<file path="src/rtl/ftg_pkg.sv">
package ftg_pkg;

    typedef enum logic [1:0] {
        MUX_8  = 2'd0,
        MUX_16 = 2'd1,
        MUX_24 = 2'd2,
        MUX_32 = 2'd3
    } mux_rate_e;

    typedef enum logic {
        ST_LOAD = 1'b0,
        ST_RUN  = 1'b1
    } ftg_state_e;

endpackage

</file>
<file path="src/rtl/ftg_ctrl.sv">
module ftg_ctrl
    import ftg_pkg::*;
#(
    parameter int DIV_STD   = 6,
    parameter int DIV_ALT   = 8,
    parameter int FRAME_STD = 32,
    parameter int FRAME_ALT = 24,
    parameter int DIV_W     = 3,
    parameter int SLOT_W    = 5
) (
    input  logic              clk_i,
    input  logic              rst_ni,
    input  mux_rate_e         rate_req_i,
    input  logic              frame_end_i,
    output logic              run_o,
    output mux_rate_e         rate_o,
    output logic [DIV_W-1:0]  div_last_o,
    output logic [DIV_W-1:0]  div_half_o,
    output logic [SLOT_W-1:0] slot_last_o
);

    ftg_state_e state_q, state_d;
    mux_rate_e  rate_q, rate_d;

    // state register process
    always_ff @(posedge clk_i or negedge rst_ni) begin
        if (!rst_ni) begin
            state_q <= ST_LOAD;
            rate_q  <= MUX_32;
        end else begin
            state_q <= state_d;
            rate_q  <= rate_d;
        end
    end

    // next state and outputs process
    always_comb begin
        state_d = state_q;
        rate_d  = rate_q;
        unique case (state_q)
            ST_LOAD: begin
                // LOAD_TO_RUN
                state_d = ST_RUN;
                rate_d  = rate_req_i;
            end
            ST_RUN: begin
                // RUN_FRAME_WRAP
                if (frame_end_i) begin
                    rate_d = rate_req_i;
                end
            end
            default: state_d = ST_LOAD;
        endcase

        run_o  = (state_q == ST_RUN);
        rate_o = rate_q;
        if (rate_q == MUX_24) begin
            div_last_o  = DIV_W'(DIV_ALT - 1);
            div_half_o  = DIV_W'(DIV_ALT / 2);
            slot_last_o = SLOT_W'(FRAME_ALT - 1);
        end else begin
            div_last_o  = DIV_W'(DIV_STD - 1);
            div_half_o  = DIV_W'(DIV_STD / 2);
            slot_last_o = SLOT_W'(FRAME_STD - 1);
        end
    end

    // active rate only moves at a frame boundary
    a_r6_rate_held: assert property (@(posedge clk_i) disable iff (!rst_ni)
        (state_q == ST_RUN && !frame_end_i) |=> $stable(rate_q));

    // load lasts exactly one edge
    a_r7_single_load: assert property (@(posedge clk_i) disable iff (!rst_ni)
        (state_q == ST_LOAD) |=> (state_q == ST_RUN));

endmodule

</file>
<file path="src/rtl/ftg_prescaler.sv">
module ftg_prescaler #(
    parameter int DIV_W = 3
) (
    input  logic             clk_i,
    input  logic             rst_ni,
    input  logic             run_i,
    input  logic [DIV_W-1:0] div_last_i,
    input  logic [DIV_W-1:0] div_half_i,
    output logic             clk_en_o,
    output logic             clk_lvl_o,
    output logic             last_o
);

    logic [DIV_W-1:0] cnt_q;

    assign last_o    = run_i && (cnt_q == div_last_i);
    assign clk_en_o  = run_i && (cnt_q == '0);
    assign clk_lvl_o = run_i && (cnt_q < div_half_i);

    always_ff @(posedge clk_i or negedge rst_ni) begin
        if (!rst_ni) begin
            cnt_q <= '0;
        end else if (!run_i || last_o) begin
            cnt_q <= '0;
        end else begin
            cnt_q <= cnt_q + 1'b1;
        end
    end

    // counter never passes the active ratio
    a_r2_cnt_in_range: assert property (@(posedge clk_i) disable iff (!rst_ni)
        run_i |-> (cnt_q <= div_last_i));

    // strobe lasts one oscillator cycle
    a_r2_strobe_single: assert property (@(posedge clk_i) disable iff (!rst_ni)
        clk_en_o |=> !clk_en_o);

endmodule

</file>
<file path="src/rtl/ftg_slot_counter.sv">
module ftg_slot_counter
    import ftg_pkg::*;
#(
    parameter int SLOT_W   = 5,
    parameter int ROW_BASE = 8
) (
    input  logic              clk_i,
    input  logic              rst_ni,
    input  logic              run_i,
    input  logic              step_i,
    input  logic [SLOT_W-1:0] slot_last_i,
    input  mux_rate_e         rate_i,
    output logic              frame_end_o,
    output logic              sync_o,
    output logic [SLOT_W-1:0] row_o
);

    logic [SLOT_W-1:0] slot_q;

    assign frame_end_o = step_i && (slot_q == slot_last_i);
    assign sync_o      = run_i && (slot_q == '0);

    always_ff @(posedge clk_i or negedge rst_ni) begin
        if (!rst_ni) begin
            slot_q <= '0;
        end else if (!run_i || frame_end_o) begin
            slot_q <= '0;
        end else if (step_i) begin
            slot_q <= slot_q + 1'b1;
        end
    end

    always_comb begin
        unique case (rate_i)
            MUX_8:   row_o = slot_q & SLOT_W'(ROW_BASE - 1);
            MUX_16:  row_o = slot_q & SLOT_W'(2 * ROW_BASE - 1);
            default: row_o = slot_q;
        endcase
    end

    // slot stays inside the active frame length
    a_r4_slot_in_range: assert property (@(posedge clk_i) disable iff (!rst_ni)
        run_i |-> (slot_q <= slot_last_i));

endmodule

</file>
<file path="src/rtl/frame_timing_gen.sv">
module frame_timing_gen
    import ftg_pkg::*;
#(
    parameter int DIV_STD   = 6,
    parameter int DIV_ALT   = 8,
    parameter int FRAME_STD = 32,
    parameter int FRAME_ALT = 24,
    parameter int ROW_BASE  = 8
) (
    input  logic       clk_i,
    input  logic       rst_ni,
    input  logic [1:0] mux_sel_i,
    output logic       cas_clk_o,
    output logic       cas_clk_en_o,
    output logic       sync_o,
    output logic [4:0] row_idx_o
);

    localparam int DIV_MAX   = (DIV_ALT > DIV_STD) ? DIV_ALT : DIV_STD;
    localparam int FRAME_MAX = (FRAME_ALT > FRAME_STD) ? FRAME_ALT : FRAME_STD;
    localparam int DIV_W     = $clog2(DIV_MAX);
    localparam int SLOT_W    = $clog2(FRAME_MAX);

    logic              run;
    mux_rate_e         rate;
    logic [DIV_W-1:0]  div_last;
    logic [DIV_W-1:0]  div_half;
    logic [SLOT_W-1:0] slot_last;
    logic              step;
    logic              frame_end;
    logic [SLOT_W-1:0] row;

    ftg_ctrl #(
        .DIV_STD  (DIV_STD),
        .DIV_ALT  (DIV_ALT),
        .FRAME_STD(FRAME_STD),
        .FRAME_ALT(FRAME_ALT),
        .DIV_W    (DIV_W),
        .SLOT_W   (SLOT_W)
    ) u_ctrl (
        .clk_i      (clk_i),
        .rst_ni     (rst_ni),
        .rate_req_i (mux_rate_e'(mux_sel_i)),
        .frame_end_i(frame_end),
        .run_o      (run),
        .rate_o     (rate),
        .div_last_o (div_last),
        .div_half_o (div_half),
        .slot_last_o(slot_last)
    );

    ftg_prescaler #(
        .DIV_W(DIV_W)
    ) u_pre (
        .clk_i     (clk_i),
        .rst_ni    (rst_ni),
        .run_i     (run),
        .div_last_i(div_last),
        .div_half_i(div_half),
        .clk_en_o  (cas_clk_en_o),
        .clk_lvl_o (cas_clk_o),
        .last_o    (step)
    );

    ftg_slot_counter #(
        .SLOT_W  (SLOT_W),
        .ROW_BASE(ROW_BASE)
    ) u_slot (
        .clk_i      (clk_i),
        .rst_ni     (rst_ni),
        .run_i      (run),
        .step_i     (step),
        .slot_last_i(slot_last),
        .rate_i     (rate),
        .frame_end_o(frame_end),
        .sync_o     (sync_o),
        .row_o      (row)
    );

    assign row_idx_o = 5'(row);

    // sync only starts at a frame boundary or at start-up
    a_r3_sync_start: assert property (@(posedge clk_i) disable iff (!rst_ni)
        $rose(sync_o) |-> ($past(frame_end) || !$past(run)));

    // row index stays below the active row count
    a_r5_row_range: assert property (@(posedge clk_i) disable iff (!rst_ni)
        run |-> (int'(row_idx_o) < (int'(rate) + 1) * ROW_BASE));

    // a strobe cycle is always a high clock level
    a_r2_strobe_high: assert property (@(posedge clk_i) disable iff (!rst_ni)
        cas_clk_en_o |-> cas_clk_o);

endmodule

</file>
<file path="config.mk">
export PLATFORM = sky130hd
export DESIGN_NAME = frame_timing_gen
export DESIGN_NICKNAME = d
export VERILOG_FILES = /design/src/rtl/ftg_pkg.sv /design/src/rtl/ftg_ctrl.sv /design/src/rtl/ftg_prescaler.sv /design/src/rtl/ftg_slot_counter.sv /design/src/rtl/frame_timing_gen.sv
export SDC_FILE = /design/constraint.sdc
export NUM_CORES = 1
export LEC_CHECK = 0
export ABC_AREA = 1
export BUFFER_PORTS_ARGS = -buffer_cell sky130_fd_sc_hd__buf_4
export CORE_ASPECT_RATIO = 1.2
export CORE_MARGIN = 2
export CORE_UTILIZATION = 35
export CTS_CLUSTER_SIZE = 25
export DETAILED_ROUTE_END_ITERATION = 12
export HOLD_SLACK_MARGIN = 0.12
export PLACE_DENSITY = 0.54
export REMOVE_ABC_BUFFERS = 1
export SLEW_MARGIN = 5
export SYNTH_ARGS = -nofsm -noshare
export SYNTH_HDL_FRONTEND = slang
export SYNTH_HIERARCHICAL = 1
export SYNTH_SLANG_ARGS = --single-unit
export TNS_END_PERCENT = 10
</file>
<file path="constraint.sdc">
create_clock -name clk_i -period 1.75 [get_ports clk_i]
set_clock_uncertainty 0.05 [all_clocks]
set_input_delay 0.175 -clock clk_i [delete_from_list [all_inputs] [get_ports clk_i]]
set_output_delay 0.175 -clock clk_i [all_outputs]
set_load 0.05 [all_outputs]
</file>
==> results.json, run 1 <==
{
  "maxCapViolCount": 0,
  "cp.required_ns": 1.52,
  "place_inst": 166,
  "clk_latency_ns": 0.26,
  "yosys_warnings": 6,
  "setup_viol": 7,
  "row_count": 19,
  "die_area_mm2": 0.00286,
  "drive_gt1_share_pct": 35.9,
  "syn_area_per_cell_um2": 7.03,
  "fin_area_mm2": 0.00111,
  "violations": "setup timing",
  "cts_sinks": 11,
  "cp_num_buf_inv": 5,
  "grt-ovfl-total": 0,
  "initial_utilization_pct": 37.2,
  "synth_top_area_cell": "dfrtp_1",
  "grt_antenna_before_repair": 0,
  "drtIter0Drc": 6,
  "syn_to_final_growth_pct": 29.9,
  "post_drt_wl_per_cell_um": 8.44,
  "synth_area_um2": 857,
  "yosysSeqAreaShare_pct": 32.4,
  "outcome": "finished with violations",
  "grt_pass1_wl_mm": 2.82,
  "synth_top_family_by_area": "simple AND/OR/NAND/NOR gates",
  "fin_crit_sh_pct": 107,
  "path_clk_slew_ns": 0.07,
  "detail-route-antenna-nets": 0,
  "final_nets": 156,
  "synth_mux_area_share_pct": 0,
  "fin_ws_ns": -0.119,
  "drt-total-wl_mm": 1.49,
  "synth-simple-area-share_pct": 30.1,
  "clockRootBuffer": "clkbuf_4",
  "drc": 0,
  "syn_inst": 122,
  "crit_chain": "inv_2, nor2_4, inv_2, buf_4, buf_4, nand2_1, nand3_1, nand2_1, nor2_2, buf_6",
  "synth_area_leaders": "dfrtp_1 (26%), nand2_1 (13%), buf_4 (11%), inv_1 (9.2%), ha_1 (8.8%)",
  "drt_pass1_iterations": 3,
  "slew_violations": 0,
  "via_per_inst": 4.06,
  "tns_ns": -0.405,
  "grt_max_degree": 12,
  "nFillCells": 235,
  "clock_tree.buffer_depth": 2,
  "synth_top_area_share_pct": 26.3,
  "slowest_stage": "dfstp_2",
  "critical_path.top_delay_family": "flip-flops",
  "stdcell_count": 176,
  "synth-xor-area-share_pct": 6.13,
  "slowest_delay_ns": 0.54,
  "synthAdderAreaFrac_pct": 8.76,
  "rsz0062_at_grt": "true",
  "path_class": "reg2out",
  "worst_hold_path_type": "in2async",
  "ys_ff_latch": 11,
  "dpl_cell_area_um2": 971,
  "grt_pass1_vias": 685,
  "worst_ep_arrival_time_ns": 1.64,
  "gp_congestion": 0.781,
  "ios": 12,
  "port_buffers": 11,
  "track_usage_pct": 12.8,
  "cts-buffers-inserted": 3,
  "cp_num_cells": 10,
  "p_total_uw": 702,
  "vias": 714,
  "report.final.hold_viol_count": 0,
  "fp.dieW_um": 49.2,
  "diodes": 0,
  "startpoint_type": "register",
  "cts_tree": "yes",
  "coreArea_mm2": 0.00231,
  "cp_max_fo": 3,
  "synth_cell_types": 19,
  "leakage_uw": 0.000644,
  "hpwl_mm": 1.21,
  "worstRegToRegCells": 11,
  "powerDensity_mw_per_mm2": 630,
  "fmax_ghz": 0.535,
  "synth-compound-area-share_pct": 1.17,
  "endpoint_kind": "output pin",
  "die_h_um": 58.2,
  "ir_worst_vdd_v": 0.000424,
  "min_period_ns": 1.87,
  "htreeDepth": 1,
  "fin_util_pct": 48.3
}
## cells in the mapped netlist
cell and count:
nand2_1 29, inv_1 21, nor2_1 18, buf_4 12
dfrtp_1 9, ha_1 6, nand3_1 5, inv_2 3
nand2_2 3, xnor2_1 3, xor2_1 3, a21oi_1 2
dfstp_2 2, conb_1 1, nand3_2 1, nand4_1 1
nor2_2 1, nor3_1 1, nor3_2 1
## final timing paths
| path | from | to | slack (ns) |
|---|---|---|---|
| setup / recovery | u_ctrl/rate_o[1] | cas_clk_o | -0.12 |
| hold / removal | rst_ni | u_pre/cnt_q[0] | 0.23 |
| max in group asynchronous | rst_ni | u_ctrl/rate_o[1] | 1.20 |
| hold reg to reg | u_pre/cnt_q[0] | u_pre/cnt_q[0] | 0.44 |
| min in group clk_i | u_pre/cnt_q[0] | u_pre/cnt_q[0] | 0.44 |
| setup reg to reg | u_ctrl/rate_o[1] | u_slot/slot_q[4] | -0.11 |
## stage by stage
stage	hold WS, ns	setup WS [ns]
after floorplan	-0.171	-0.485
after global placement	-0.0351	-0.0220
after detailed placement	-0.0344	-0.0667
after CTS	0.220	-0.186
after global routing	0.240	-0.213
final	0.225	-0.119
## power by group
group / switching [uW] / total [uW] / internal, uW
clock network: 75.5 / 163 / 87.9
registers: 21.3 / 295 / 273
logic: 137 / 244 / 107
total: 233 / 702 / 468
## metal layers
layer  GRT usage, %  vias up  routed length, um
met4           7.35        0                 16
met5              0        -                  0
met2           19.7        8                670
met3           2.32        2                 35
li1               -      386                  -
met1           16.8      318                762
## area by class of cell
cell class | instances | area (um^2) | area share (%)
Multi-Input combinational cell | 81 | 478 | 42.9
Sequential cell | 11 | 278 | 24.9
Timing Repair Buffer | 25 | 203 | 18.2
Inverter | 24 | 90.1 | 8.09
Tap cell | 31 | 38.8 | 3.48
Clock buffer | 4 | 26.3 | 2.36
## sequential cells by signal, summed over array words and instances (netlist names)
register and flops:
u_pre/cnt_q 3, u_ctrl/rate_o 2, u_ctrl/run_o 1, u_slot/slot_q 5
## cell usage in the layout (no fill, tap or decap)
| master | n |
|---|---|
| nand2_2 | 5 |
| a21oi_2 | 1 |
| xor2_1 | 3 |
| nor2_1 | 15 |
| a21oi_1 | 1 |
| dlygate4sd3_1 | 3 |
| xnor2_2 | 1 |
| inv_2 | 9 |
| xnor2_1 | 2 |
| conb_1 | 7 |
| ha_1 | 5 |
| dfstp_2 | 2 |
| inv_1 | 15 |
| nand3_2 | 2 |
| buf_6 | 2 |
| ha_4 | 1 |
| nor3_2 | 2 |
| clkbuf_1 | 1 |
| nand4_1 | 1 |
| nand2_1 | 27 |
| nor2_4 | 2 |
| buf_4 | 20 |
| dfrtp_1 | 9 |
| nor2_2 | 2 |
| clkbuf_4 | 3 |
| nand3_1 | 4 |
## logic make-up after synthesis
| kind of cell | after synthesis |
|---|---|
| buf+inv | 36 |
| simple gates | 60 |
| fa+ha+maj | 6 |
| other cells | 1 |
| flops | 11 |
| compound gates | 2 |
| xor+xnor | 6 |
## repair_timing
item | in CTS | in global routing
hold endpoints to repair | 13 | 0
buffers inserted | 2 | 1
pin swaps | 10 | 6
hold buffers | 3 | 0
endpoints found under the setup margin | 8 | 9
gates resized for setup | 9 | 11
Note: power is estimated with default switching activity, not from simulation.
==> run 2: changes to the inputs <==
--- a/config.mk
+++ b/config.mk
@@ -5,7 +5,6 @@
 export SDC_FILE = /design/constraint.sdc
 export NUM_CORES = 1
 export LEC_CHECK = 0
-export ABC_AREA = 1
 export BUFFER_PORTS_ARGS = -buffer_cell sky130_fd_sc_hd__buf_4
 export CORE_ASPECT_RATIO = 1.2
 export CORE_MARGIN = 2
==> constraint.sdc (replaced) <==
create_clock -name clk_i -period 1.6 [get_ports clk_i]
set_clock_uncertainty 0.05 [all_clocks]
set_input_delay 0.16 -clock clk_i [delete_from_list [all_inputs] [get_ports clk_i]]
set_output_delay 0.16 -clock clk_i [all_outputs]
set_load 0.05 [all_outputs]
==> run 2 against run 1 <==
The run still ends with setup timing left. Clock-buffer cell count fell by 1. Utilization rose by 3.5 points. Cell count fell by 19%. Register-to-register slack got worse by 0.24 ns. Combinational power rose by 51%. Die area fell by 1.9%. First-iteration DRC count fell by 50%. Critical path depth fell by 2. Synthesized area fell by 2.0%. Flip-flop and latch count did not move.
==> results.json, run 2 <==
{
  "largest_register_ffs": 5,
  "endpoint_kind": "output pin",
  "layout_commonest_cell": "buf_4",
  "final_nets": 123,
  "maxCapViolCount": 0,
  "slowest_delay_ns": 0.53,
  "syn_area_per_cell_um2": 10.1,
  "ys_ff_latch": 11,
  "die_area_mm2": 0.00281,
  "setup_viol": 9,
  "fin_util_pct": 51.8,
  "hpwl_mm": 1.24,
  "drive_gt1_share_pct": 47.3,
  "via_per_inst": 4.36,
  "ios": 12,
  "grt_pass1_vias": 651,
  "drt-total-wl_mm": 1.74,
  "clock_tree.buffer_depth": 2,
  "row_count": 19,
  "port_buffers": 11,
  "worstRegToRegCells": 9,
  "worst_hold_path_type": "in2async",
  "slew_violations": 0,
  "yosys_warnings": 6,
  "drt_pass1_iterations": 4,
  "startpoint_type": "register",
  "hold-worst-slack_ns": 0.212,
  "gp_congestion": 0.853,
  "layout_common_cells": "buf_4 (22), dfrtp_1 (9)",
  "fin_ws_ns": -0.428,
  "synth_top_area_cell": "dfrtp_1",
  "cts_sinks": 11,
  "cp_num_buf_inv": 4,
  "synth_top_area_share_pct": 26.8,
  "fin_crit_sh_pct": 127,
  "grt-ovfl-total": 0,
  "path_clk_slew_ns": 0.08,
  "grt_pass1_wl_mm": 2.89,
  "grt_antenna_before_repair": 0,
  "slowest_stage": "dfstp_2",
  "critPathMostFrequentCell": "buf_6",
  "fmax_ghz": 0.493,
  "synth_cell_types": 28,
  "clockRootBuffer": "clkbuf_4",
  "worst_ep_arrival_time_ns": 1.82,
  "rsz0062_at_grt": "true",
  "synthTopCellsByCount": "buf_4 (12), dfrtp_1 (9), inv_1 (9)",
  "syn_inst": 83,
  "synthArstFlopShare_pct": 100,
  "coreArea_mm2": 0.00228,
  "outcome": "finished with violations",
  "syn_to_final_growth_pct": 40.8,
  "largest-register": "u_slot/slot_q",
  "powerDensity_mw_per_mm2": 745,
  "cts-buffers-inserted": 3,
  "critical_path.top_delay_family": "flip-flops",
  "detail-route-antenna-nets": 0,
  "synth-edff-count": 0,
  "fp.dieW_um": 48.7,
  "cp.required_ns": 1.39,
  "vias": 624,
  "cp_num_cells": 8,
  "path_class": "reg2out",
  "htreeDepth": 1,
  "synth_most_common_cell": "buf_4",
  "crit_chain": "nor2b_4, inv_2, buf_6, inv_4, ha_4, a21o_1, a21oi_2, buf_6",
  "synthFlopType": "dfrtp_1",
  "ir_worst_vdd_v": 0.000446,
  "leakage_uw": 0.000591,
  "yosysSeqAreaShare_pct": 33.1,
  "grt_max_degree": 12,
  "initial_utilization_pct": 36.8,
  "drtIter0Drc": 3,
  "diodes": 0,
  "violations": "setup timing",
  "post_drt_wl_per_cell_um": 12.1,
  "clk_latency_ns": 0.27,
  "synth_area_um2": 840,
  "min_period_ns": 2.03,
  "die_h_um": 57.7,
  "cp_max_fo": 2,
  "preCtsSetupSlack_ns": -0.432,
  "synth_area_leaders": "dfrtp_1 (27%), buf_4 (11%), ha_1 (8.9%), xor2_1 (8.3%), dfstp_2 (6.3%)",
  "track_usage_pct": 13.7,
  "report.final.hold_viol_count": 0,
  "cts_tree": "yes",
  "drc": 0
}
-- run 2: report_power, final --
| part | total (uW) | switching, uW | internal (uW) |
|---|---|---|---|
| clock | 192 | 100 | 92.3 |
| sequential | 320 | 17.5 | 302 |
| combinational | 369 | 192 | 176 |
| total | 881 | 310 | 571 |
-- run 2: final timing paths --
path | slack, ns | start | to
worst max-delay path | -0.43 | u_ctrl/rate_o[1] | cas_clk_o
worst min-delay path | 0.21 | rst_ni | u_slot/slot_q[1]
worst max register to register | -0.35 | u_ctrl/rate_o[1] | u_ctrl/rate_o[1]
worst min register to register | 0.66 | u_ctrl/run_o | u_pre/cnt_q[2]
max in group asynchronous | 1.05 | rst_ni | u_ctrl/rate_o[0]
min in group clk_i | 0.63 | mux_sel_i[0] | u_ctrl/rate_o[0]
-- run 2: metal layers --
metal | vias to the layer above | part of all wire, % | global-route usage, %
li1 | 311 | - | -
met1 | 303 | 41 | 16.4
met2 | 8 | 56 | 24.9
met3 | 2 | 2.1 | 1.55
met4 | 0 | 0.81 | 6.12
met5 | - | 0 | 0
-- run 2: cell type report --
cell class	instances	area (um^2)
clock buffers	3	22.5
clock inverters	1	5.00
fillers	227	1100
inverters	9	36.3
multi-input cells	56	528
flip-flops and latches	11	278
well taps	31	38.8
repair buffers	32	274
-- run 2: timing repair --
action | CTS | global route
endpoints found under the hold margin | 13 | 0
buffers inserted | 2 | 0
hold buffers | 3 | 0
setup endpoints to repair | 10 | 10
pin swaps | 11 | 2
resized for setup | 17 | 5
-- run 2: stage by stage --
stage / TNS (ns) / std cells / total power (uW) / instance area, um^2
after floorplan: -4.03 / 76 / 507 / 768
after global placement: -2.43 / 134 / 617 / 1010
after detailed placement: -2.59 / 134 / 621 / 1010
after CTS: -1.93 / 143 / 875 / 1160
after global routing: -2.79 / 143 / 934 / 1180
final: -1.89 / 143 / 881 / 1180
-- run 2: worst reg2reg max path: stages (launching register included) --
cell,delay [ns]
dfstp_2,0.53
nor2b_4,0.14
buf_4,0.13
xnor2_2,0.10
nand3_2,0.11
nor2_4,0.12
and2_4,0.15
and2_1,0.11
nand2b_4,0.13
mux2_4,0.29
-- run 2: logic make-up after synthesis --
family	count (synthesis)	share of synthesized area, %
AND/OR/NAND/NOR	19	17.1
flip-flops	11	33.1
AO/OA/AOI/OAI	8	6.86
buffers and inverters	22	15.2
multiplexers	3	4.77
XOR/XNOR	13	13.6
other	1	0.447
adder cells (fa/ha/maj)	6	8.94
